### src/rtl/cabac_pkg.sv
// Shared widths, context entry type and table-generation functions.
// Assumes the LPS width table is built at elaboration from a fixed decay.
package cabac_pkg;
    localparam int RANGE_W   = 9;
    localparam int LOW_W     = 10;
    localparam int STATE_W   = 6;
    localparam int NSTATES   = 1 << STATE_W;
    localparam int TOP_STATE = 62;
    localparam int SH_W      = 3;
    localparam int MAX_SH    = 7;
    localparam int CAND_W    = 8;
    localparam int NQUART    = 4;
    localparam int WIDE_W    = LOW_W + 1 + MAX_SH;
    localparam int BITS_W    = WIDE_W - LOW_W;
    localparam int DECAY_Q16 = 62206;

    typedef struct packed {
        logic [STATE_W-1:0] state;
        logic               mps;
    } ctx_t;

    // LPS width for probability state s in range quarter q.
    function automatic int lps_value(input int s, input int q);
        int p;
        p = 32768;
        for (int i = 0; i < s; i++) p = (p * DECAY_Q16) >>> 16;
        return (p * (288 + 64 * q)) >>> 16;
    endfunction

    // Successor state after an MPS bin.
    function automatic logic [STATE_W-1:0] next_on_mps(input logic [STATE_W-1:0] s);
        return (int'(s) >= TOP_STATE) ? STATE_W'(TOP_STATE) : s + 1'b1;
    endfunction

    // Successor state after an LPS bin.
    function automatic logic [STATE_W-1:0] next_on_lps(input logic [STATE_W-1:0] s);
        return s - STATE_W'((int'(s) + 3) / 4);
    endfunction
endpackage

### src/rtl/cabac_ctx_store.sv
// Context memory with one read and one write port per cycle.
// Assumes a write and a read of the same entry in one cycle must return
// the written value (forwarding into the read stage).
module cabac_ctx_store
    import cabac_pkg::*;
#(
    parameter int CTX_W = 4
) (
    input  logic             clk,
    input  logic             rst_n,
    input  logic [CTX_W-1:0] rd_idx,
    output ctx_t             rd_ent,
    input  logic             wr_en,
    input  logic [CTX_W-1:0] wr_idx,
    input  ctx_t             wr_ent
);
    localparam int DEPTH = 1 << CTX_W;

    ctx_t mem [DEPTH];

    // Clear all entries on reset, then store write-backs.
    always_ff @(posedge clk) begin
        if (!rst_n) begin
            for (int i = 0; i < DEPTH; i++) mem[i] <= '0;
        end else if (wr_en) begin
            mem[wr_idx] <= wr_ent;
        end
    end

    // Read with same-cycle write forwarding.
    always_comb begin
        rd_ent = (wr_en && (wr_idx == rd_idx)) ? wr_ent : mem[rd_idx];
    end
endmodule

### src/rtl/cabac_lps_rom.sv
// Probability tables: all four LPS width candidates and both successor
// states for one probability state. Range is not an input.
module cabac_lps_rom
    import cabac_pkg::*;
(
    input  logic [STATE_W-1:0]             state,
    output logic [NQUART-1:0][CAND_W-1:0]  cand,
    output logic [STATE_W-1:0]             nxt_mps,
    output logic [STATE_W-1:0]             nxt_lps
);
    logic [CAND_W-1:0] tab [NSTATES][NQUART];

    for (genvar s = 0; s < NSTATES; s++) begin : g_state
        for (genvar q = 0; q < NQUART; q++) begin : g_quart
            assign tab[s][q] = CAND_W'(lps_value(s, q));
        end
    end

    // Look up the candidate row and the successor states.
    always_comb begin
        for (int q = 0; q < NQUART; q++) cand[q] = tab[state][q];
        nxt_mps = next_on_mps(state);
        nxt_lps = next_on_lps(state);
    end
endmodule

### src/rtl/cabac_renorm.sv
// Range renormalizer: counts leading zeros of a nonzero 9-bit width and
// shifts it left so that its top bit is set. Assumes input >= 2.
module cabac_renorm
    import cabac_pkg::*;
(
    input  logic [RANGE_W-1:0] r_in,
    output logic [SH_W-1:0]    shift,
    output logic [RANGE_W-1:0] r_out
);
    // Highest set bit determines the leading-zero count.
    always_comb begin
        shift = SH_W'(MAX_SH);
        for (int i = 1; i < RANGE_W; i++) begin
            if (r_in[i]) shift = SH_W'(RANGE_W - 1 - i);
        end
        r_out = r_in << shift;
    end
endmodule

### src/rtl/cabac_pipe_coder.sv
// Four-stage binary arithmetic coder. Stage 0 reads context, stage 1 reads
// tables, stage 2 updates range and writes context back, stage 3 updates low.
// Assumes the consumer may deassert out_ready at any time; the whole
// pipeline then holds.
module cabac_pipe_coder
    import cabac_pkg::*;
#(
    parameter int CTX_W = 4
) (
    input  logic               clk,
    input  logic               rst_n,
    input  logic               in_valid,
    output logic               in_ready,
    input  logic               in_bypass,
    input  logic [CTX_W-1:0]   in_ctx,
    input  logic               in_bin,
    output logic               out_valid,
    input  logic               out_ready,
    output logic [LOW_W-1:0]   out_low,
    output logic [RANGE_W-1:0] out_range,
    output logic [SH_W-1:0]    out_shift,
    output logic [BITS_W-1:0]  out_bits
);
    localparam logic [RANGE_W-1:0] RANGE_INIT = RANGE_W'(510);

    logic adv;

    // stage 0 -> 1 registers
    logic             v1, byp1, bin1;
    logic [CTX_W-1:0] ctx1;
    ctx_t             ent1, ent_rd, ent_use, wr_ent;
    logic             fwd1, wr_en;

    // stage 1 -> 2 registers
    logic                            v2, byp2, bin2;
    logic [CTX_W-1:0]                ctx2;
    ctx_t                            ent2;
    logic [NQUART-1:0][CAND_W-1:0]   cand2, cand_c;
    logic [STATE_W-1:0]              nm2, nl2, nm_c, nl_c;

    // stage 2 state and logic
    logic [RANGE_W-1:0] range_q, rlps, rmps, raw_rng, norm_rng, add_c;
    logic [SH_W-1:0]    sh_c, sh2;
    logic               hit;

    // stage 2 -> 3 registers
    logic               v3, byp3;
    logic [SH_W-1:0]    sh3;
    logic [RANGE_W-1:0] add3, rng3;

    // stage 3 state and logic
    logic [LOW_W-1:0]  low_q;
    logic [WIDE_W-1:0] wide;

    assign adv      = !out_valid || out_ready;
    assign in_ready = adv;

    cabac_ctx_store #(.CTX_W(CTX_W)) u_store (
        .clk    (clk),
        .rst_n  (rst_n),
        .rd_idx (in_ctx),
        .rd_ent (ent_rd),
        .wr_en  (wr_en),
        .wr_idx (ctx2),
        .wr_ent (wr_ent)
    );

    // Stage 1 forwarding from the entry being written back this cycle.
    always_comb begin
        fwd1    = v2 && !byp2 && (ctx2 == ctx1);
        ent_use = fwd1 ? wr_ent : ent1;
    end

    cabac_lps_rom u_rom (
        .state   (ent_use.state),
        .cand    (cand_c),
        .nxt_mps (nm_c),
        .nxt_lps (nl_c)
    );

    // Stage 2: candidate select, range update and context write-back value.
    always_comb begin
        hit          = (bin2 == ent2.mps);
        rlps         = RANGE_W'(cand2[range_q[RANGE_W-2 -: 2]]);
        rmps         = range_q - rlps;
        raw_rng      = byp2 ? range_q : (hit ? rmps : rlps);
        wr_ent.state = hit ? nm2 : nl2;
        wr_ent.mps   = (!hit && (ent2.state == '0)) ? ~ent2.mps : ent2.mps;
        wr_en        = adv && v2 && !byp2;
        if (byp2) add_c = bin2 ? range_q : '0;
        else      add_c = hit ? '0 : rmps;
        sh2          = byp2 ? SH_W'(1) : sh_c;
    end

    cabac_renorm u_renorm (
        .r_in  (raw_rng),
        .shift (sh_c),
        .r_out (norm_rng)
    );

    // Stage 3: low update and renormalization into the wide parsing value.
    always_comb begin
        if (byp3) wide = WIDE_W'({low_q, 1'b0}) + WIDE_W'(add3);
        else      wide = (WIDE_W'(low_q) + WIDE_W'(add3)) << sh3;
    end

    // Advance the stage-0 and stage-1 pipeline registers.
    always_ff @(posedge clk) begin
        if (!rst_n) begin
            v1 <= 1'b0; byp1 <= 1'b0; bin1 <= 1'b0; ctx1 <= '0; ent1 <= '0;
            v2 <= 1'b0; byp2 <= 1'b0; bin2 <= 1'b0; ctx2 <= '0; ent2 <= '0;
            cand2 <= '0; nm2 <= '0; nl2 <= '0;
        end else if (adv) begin
            v1    <= in_valid;
            byp1  <= in_bypass;
            bin1  <= in_bin;
            ctx1  <= in_ctx;
            ent1  <= ent_rd;
            v2    <= v1;
            byp2  <= byp1;
            bin2  <= bin1;
            ctx2  <= ctx1;
            ent2  <= ent_use;
            cand2 <= cand_c;
            nm2   <= nm_c;
            nl2   <= nl_c;
        end
    end

    // Hold the range state and pass stage-2 results to stage 3.
    always_ff @(posedge clk) begin
        if (!rst_n) begin
            range_q <= RANGE_INIT;
            v3 <= 1'b0; byp3 <= 1'b0; sh3 <= '0; add3 <= '0; rng3 <= RANGE_INIT;
        end else if (adv) begin
            if (v2 && !byp2) range_q <= norm_rng;
            v3   <= v2;
            byp3 <= byp2;
            sh3  <= sh2;
            add3 <= add_c;
            rng3 <= byp2 ? range_q : norm_rng;
        end
    end

    // Hold the low state and load the output registers.
    always_ff @(posedge clk) begin
        if (!rst_n) begin
            low_q <= '0;
            out_valid <= 1'b0; out_low <= '0; out_range <= RANGE_INIT;
            out_shift <= '0; out_bits <= '0;
        end else if (adv) begin
            if (v3) low_q <= wide[LOW_W-1:0];
            out_valid <= v3;
            out_low   <= wide[LOW_W-1:0];
            out_range <= rng3;
            out_shift <= sh3;
            out_bits  <= wide[WIDE_W-1:LOW_W];
        end
    end
endmodule

### config.mk
export PLATFORM = sky130hd
export DESIGN_NAME = cabac_pipe_coder
export DESIGN_NICKNAME = d
export VERILOG_FILES = /design/src/rtl/cabac_pkg.sv /design/src/rtl/cabac_ctx_store.sv /design/src/rtl/cabac_lps_rom.sv /design/src/rtl/cabac_renorm.sv /design/src/rtl/cabac_pipe_coder.sv
export SDC_FILE = /design/constraint.sdc
export NUM_CORES = 1
export LEC_CHECK = 0
export ABC_AREA = 1
export BUFFER_PORTS_ARGS = -buffer_cell sky130_fd_sc_hd__buf_2
export CAP_MARGIN = 15
export CORE_ASPECT_RATIO = 1.25
export CORE_MARGIN = 2
export CORE_UTILIZATION = 30
export CTS_CLUSTER_SIZE = 14
export DETAILED_ROUTE_END_ITERATION = 16
export GPL_TIMING_DRIVEN = 0
export PLACE_DENSITY = 0.49
export SLEW_MARGIN = 20
export SYNTH_ARGS = -nofsm -noshare
export SYNTH_HDL_FRONTEND = slang
export SYNTH_SLANG_ARGS = --single-unit
### constraint.sdc
create_clock -name clk -period 3.2 [get_ports clk]
set_input_delay 0.64 -clock clk [delete_from_list [all_inputs] [get_ports clk]]
set_output_delay 0.64 -clock clk [all_outputs]
set_load 0.005 [all_outputs]
==> impl_metrics.yaml <==
sta:
  final.setup.tns_ns: -0.435
  fin_ws_ns: -0.105
  grt_setup_unrepaired: "yes"
  period_share: 1.03
  relSlewSlack: 0.257
  setup_viol: 11
  hold_viol_final: 0
  tightest_slew_ns: 1.11
  slew_viol_final: 0
  whs_ns: 0.405
  fmax_mhz: 303
  finalCriticalPeriod_ns: 3.31
  finClkSkew_ns: 0.0175
synth:
  synth_edf_count: 112
  yosysSeqAreaShare: 0.413
  syn_inst: 2057
  ys.warnings.count: 0
  synth_ff_type: "dfxtp_1"
  syn_nets: 2127
  syn_avg_cell_area_um2: 7.38
  synth.ff_latch_count: 257
  async_flop_share: 0
  synth_cell_types: 50
  syn_area_um2: 15200
detailed_routing:
  vias: 15200
  wire_per_inst_um: 21.8
  ant_nets: 0
  first_pass_iters: 6
  initialDrtViolationCount: 1096
  routed_wl_um: 62800
  vias_per_cell: 5.27
  drc: 0
cells_and_area:
  areaGrowthSynthToFinish_pct: 23.6
  final_core_util: 0.374
  final_cell_mix: "nand2_1, nor2_1, o21ai_0"
  fillers: 5422
  drive_gt1_frac: 0.169
  fin_nets: 2270
  diodes: 0
  final_common_cell: "nand2_1"
  fin_area_um2: 18700
clocking:
  ctsHoldBuffers: 0
  root_buffer: "clkbuf_16"
  cts.sinks: 257
  cts_buffer_depth: 3
  clk_latency_ns: 0.54
  cts_tree: "built"
  cts.clk_slew.worst_paths_ns: 0.06
  cts_buffers: 34
  h-tree-depth: 2
critical_path:
  path_class: "register to register"
  crit_fanout: 12
  required_ns: 3.61
  worst_setup_path_end_kind: "register"
  start_kind: "register"
  critPathArrivalTime_ns: 3.71
grt:
  grt_pass1_wl_um: 92900
  overflow: 0
  grt_max_degree: 18
  grt_util_all_layers: 0.235
  antenna_found_initial: 0
  grt_pass1_vias: 15100
placement:
  gp_congestion: 0.966
  hpwlAfterDp_um: 45500
  dp_slack_ns: -1.10
  placed_area_um2: 16200
  io_buffers: 39
floorplan:
  core_um2: 50200
  dieArea_um2: 52400
  rows: 92
  die_h_um: 255
  start_util: 0.302
  io_pins: 42
  dieWidth_um: 205
status:
  violations: "setup timing"
  status: "finished with violations"
pwr:
  power_leakage_nw: 8.06
  ir_drop_v: 0.000384
  power_density_nw_per_um2: 617
worst_hold_path:
  hold_path_class: "input port to register"
job:
  cap_violations: 0
flip-flops by register name (all words and copies together) (netlist names), 8 cells and up:
register     count
add3             9
cand2           32
low_q           10
out_bits         8
out_low         10
out_range        9
range_q          9
rng3             9
u_store.mem    112
logic make-up after synthesis:
family / Yosys count / synth area share
compound gates: 491 / 0.180
mux: 30 / 0.0200
xor+xnor: 20 / 0.0115
fa+ha+maj: 60 / 0.0515
simple gates: 881 / 0.240
flops: 257 / 0.413
buf+inv: 318 / 0.0844
final cells by class:
type,instances,area (um^2),share of cell area
tap,658,823,0.0439
multi-input combinational,1484,8450,0.451
buffer,103,556,0.0296
timing repair inverter,1,7.51,0.000400
sequential,257,6290,0.335
timing repair buffer,107,751,0.0400
clock buffer,45,923,0.0492
clock inverter,16,121,0.00647
inverter,212,830,0.0442
report_power, final:
| part | switching [mW] | total (mW) | internal [mW] |
|---|---|---|---|
| Clock | 1.52 | 3.65 | 2.13 |
| Sequential | 0.182 | 3.90 | 3.72 |
| Combinational | 2.67 | 4.03 | 1.36 |
| Total | 4.37 | 11.6 | 7.20 |
cells in the mapped netlist, types with 4 or more instances:
cell,instances,area share
buf_2,24,0.0079
o221ai_1,4,0.0023
nand2_2,9,0.0037
o22ai_1,11,0.0045
inv_2,13,0.0032
xnor2_1,9,0.0052
clkinv_1,4,0.00099
nand2_1,460,0.11
nand3_1,146,0.048
nor3_1,14,0.0046
nor2_1,217,0.054
mux2i_1,28,0.018
o21ai_0,198,0.065
buf_4,4,0.0020
o21ai_2,12,0.0069
a21oi_1,165,0.054
dfxtp_1,145,0.19
o21ai_1,20,0.0066
ha_1,56,0.046
inv_1,194,0.048
a31oi_1,21,0.0087
edfxtp_1,112,0.22
xor2_1,11,0.0063
o21bai_1,6,0.0030
o211ai_1,38,0.019
buf_6,5,0.0037
clkbuf_1,57,0.014
fa_1,4,0.0053
nand4_1,13,0.0054
or2_2,6,0.0025
buf_1,15,0.0037
through the flow:
stage | total power, mW | cells
floorplan | 5.90 | 2057
global placement | 7.00 | 2754
detailed placement | 7.00 | 2754
CTS | 11.0 | 2858
global route | 12.1 | 2883
finish | 11.6 | 2883
routing by layer:
| layer | up-vias | routed length [um] | global-route usage |
|---|---|---|---|
| li1 | 7211 | - | - |
| met1 | 7304 | 25200 | 0.283 |
| met2 | 520 | 31000 | 0.410 |
| met3 | 147 | 3370 | 0.0329 |
| met4 | 0 | 3190 | 0.113 |
| met5 | - | 0 | 0 |
final timing paths:
path	start	end	slack, ns	cells past startpoint
worst max-delay path	bin2	cand2[24]	-0.11	17
worst min register to register	out_bits[4]	out_bits[4]	0.47	2
worst max register to register	bin2	cand2[24]	-0.11	17
worst min-delay path	in_valid	v1	0.41	3
critical path: stages (launching register included):
cell,delay (ns)
dfxtp_1,0.31
buf_6,0.13
inv_4,0.08
nand2_4,0.07
nand2_8,0.12
inv_8,0.06
buf_4,0.15
o21ai_4,0.18
buf_8,0.17
o21ai_4,0.08
buf_4,0.16
buf_4,0.20
ha_1,0.26
or2_2,0.35
nand3_1,0.08
a21oi_1,0.06
o21ai_0,0.54
a21oi_1,0.15
timing repair:
item | in CTS | in global routing
pin swaps | 24 | 58
buffers inserted | 42 | 24
resized for setup | 122 | 117
setup endpoints to repair | 279 | 51
cloned | 4 | 1
Power figures use the tool's default switching activity.
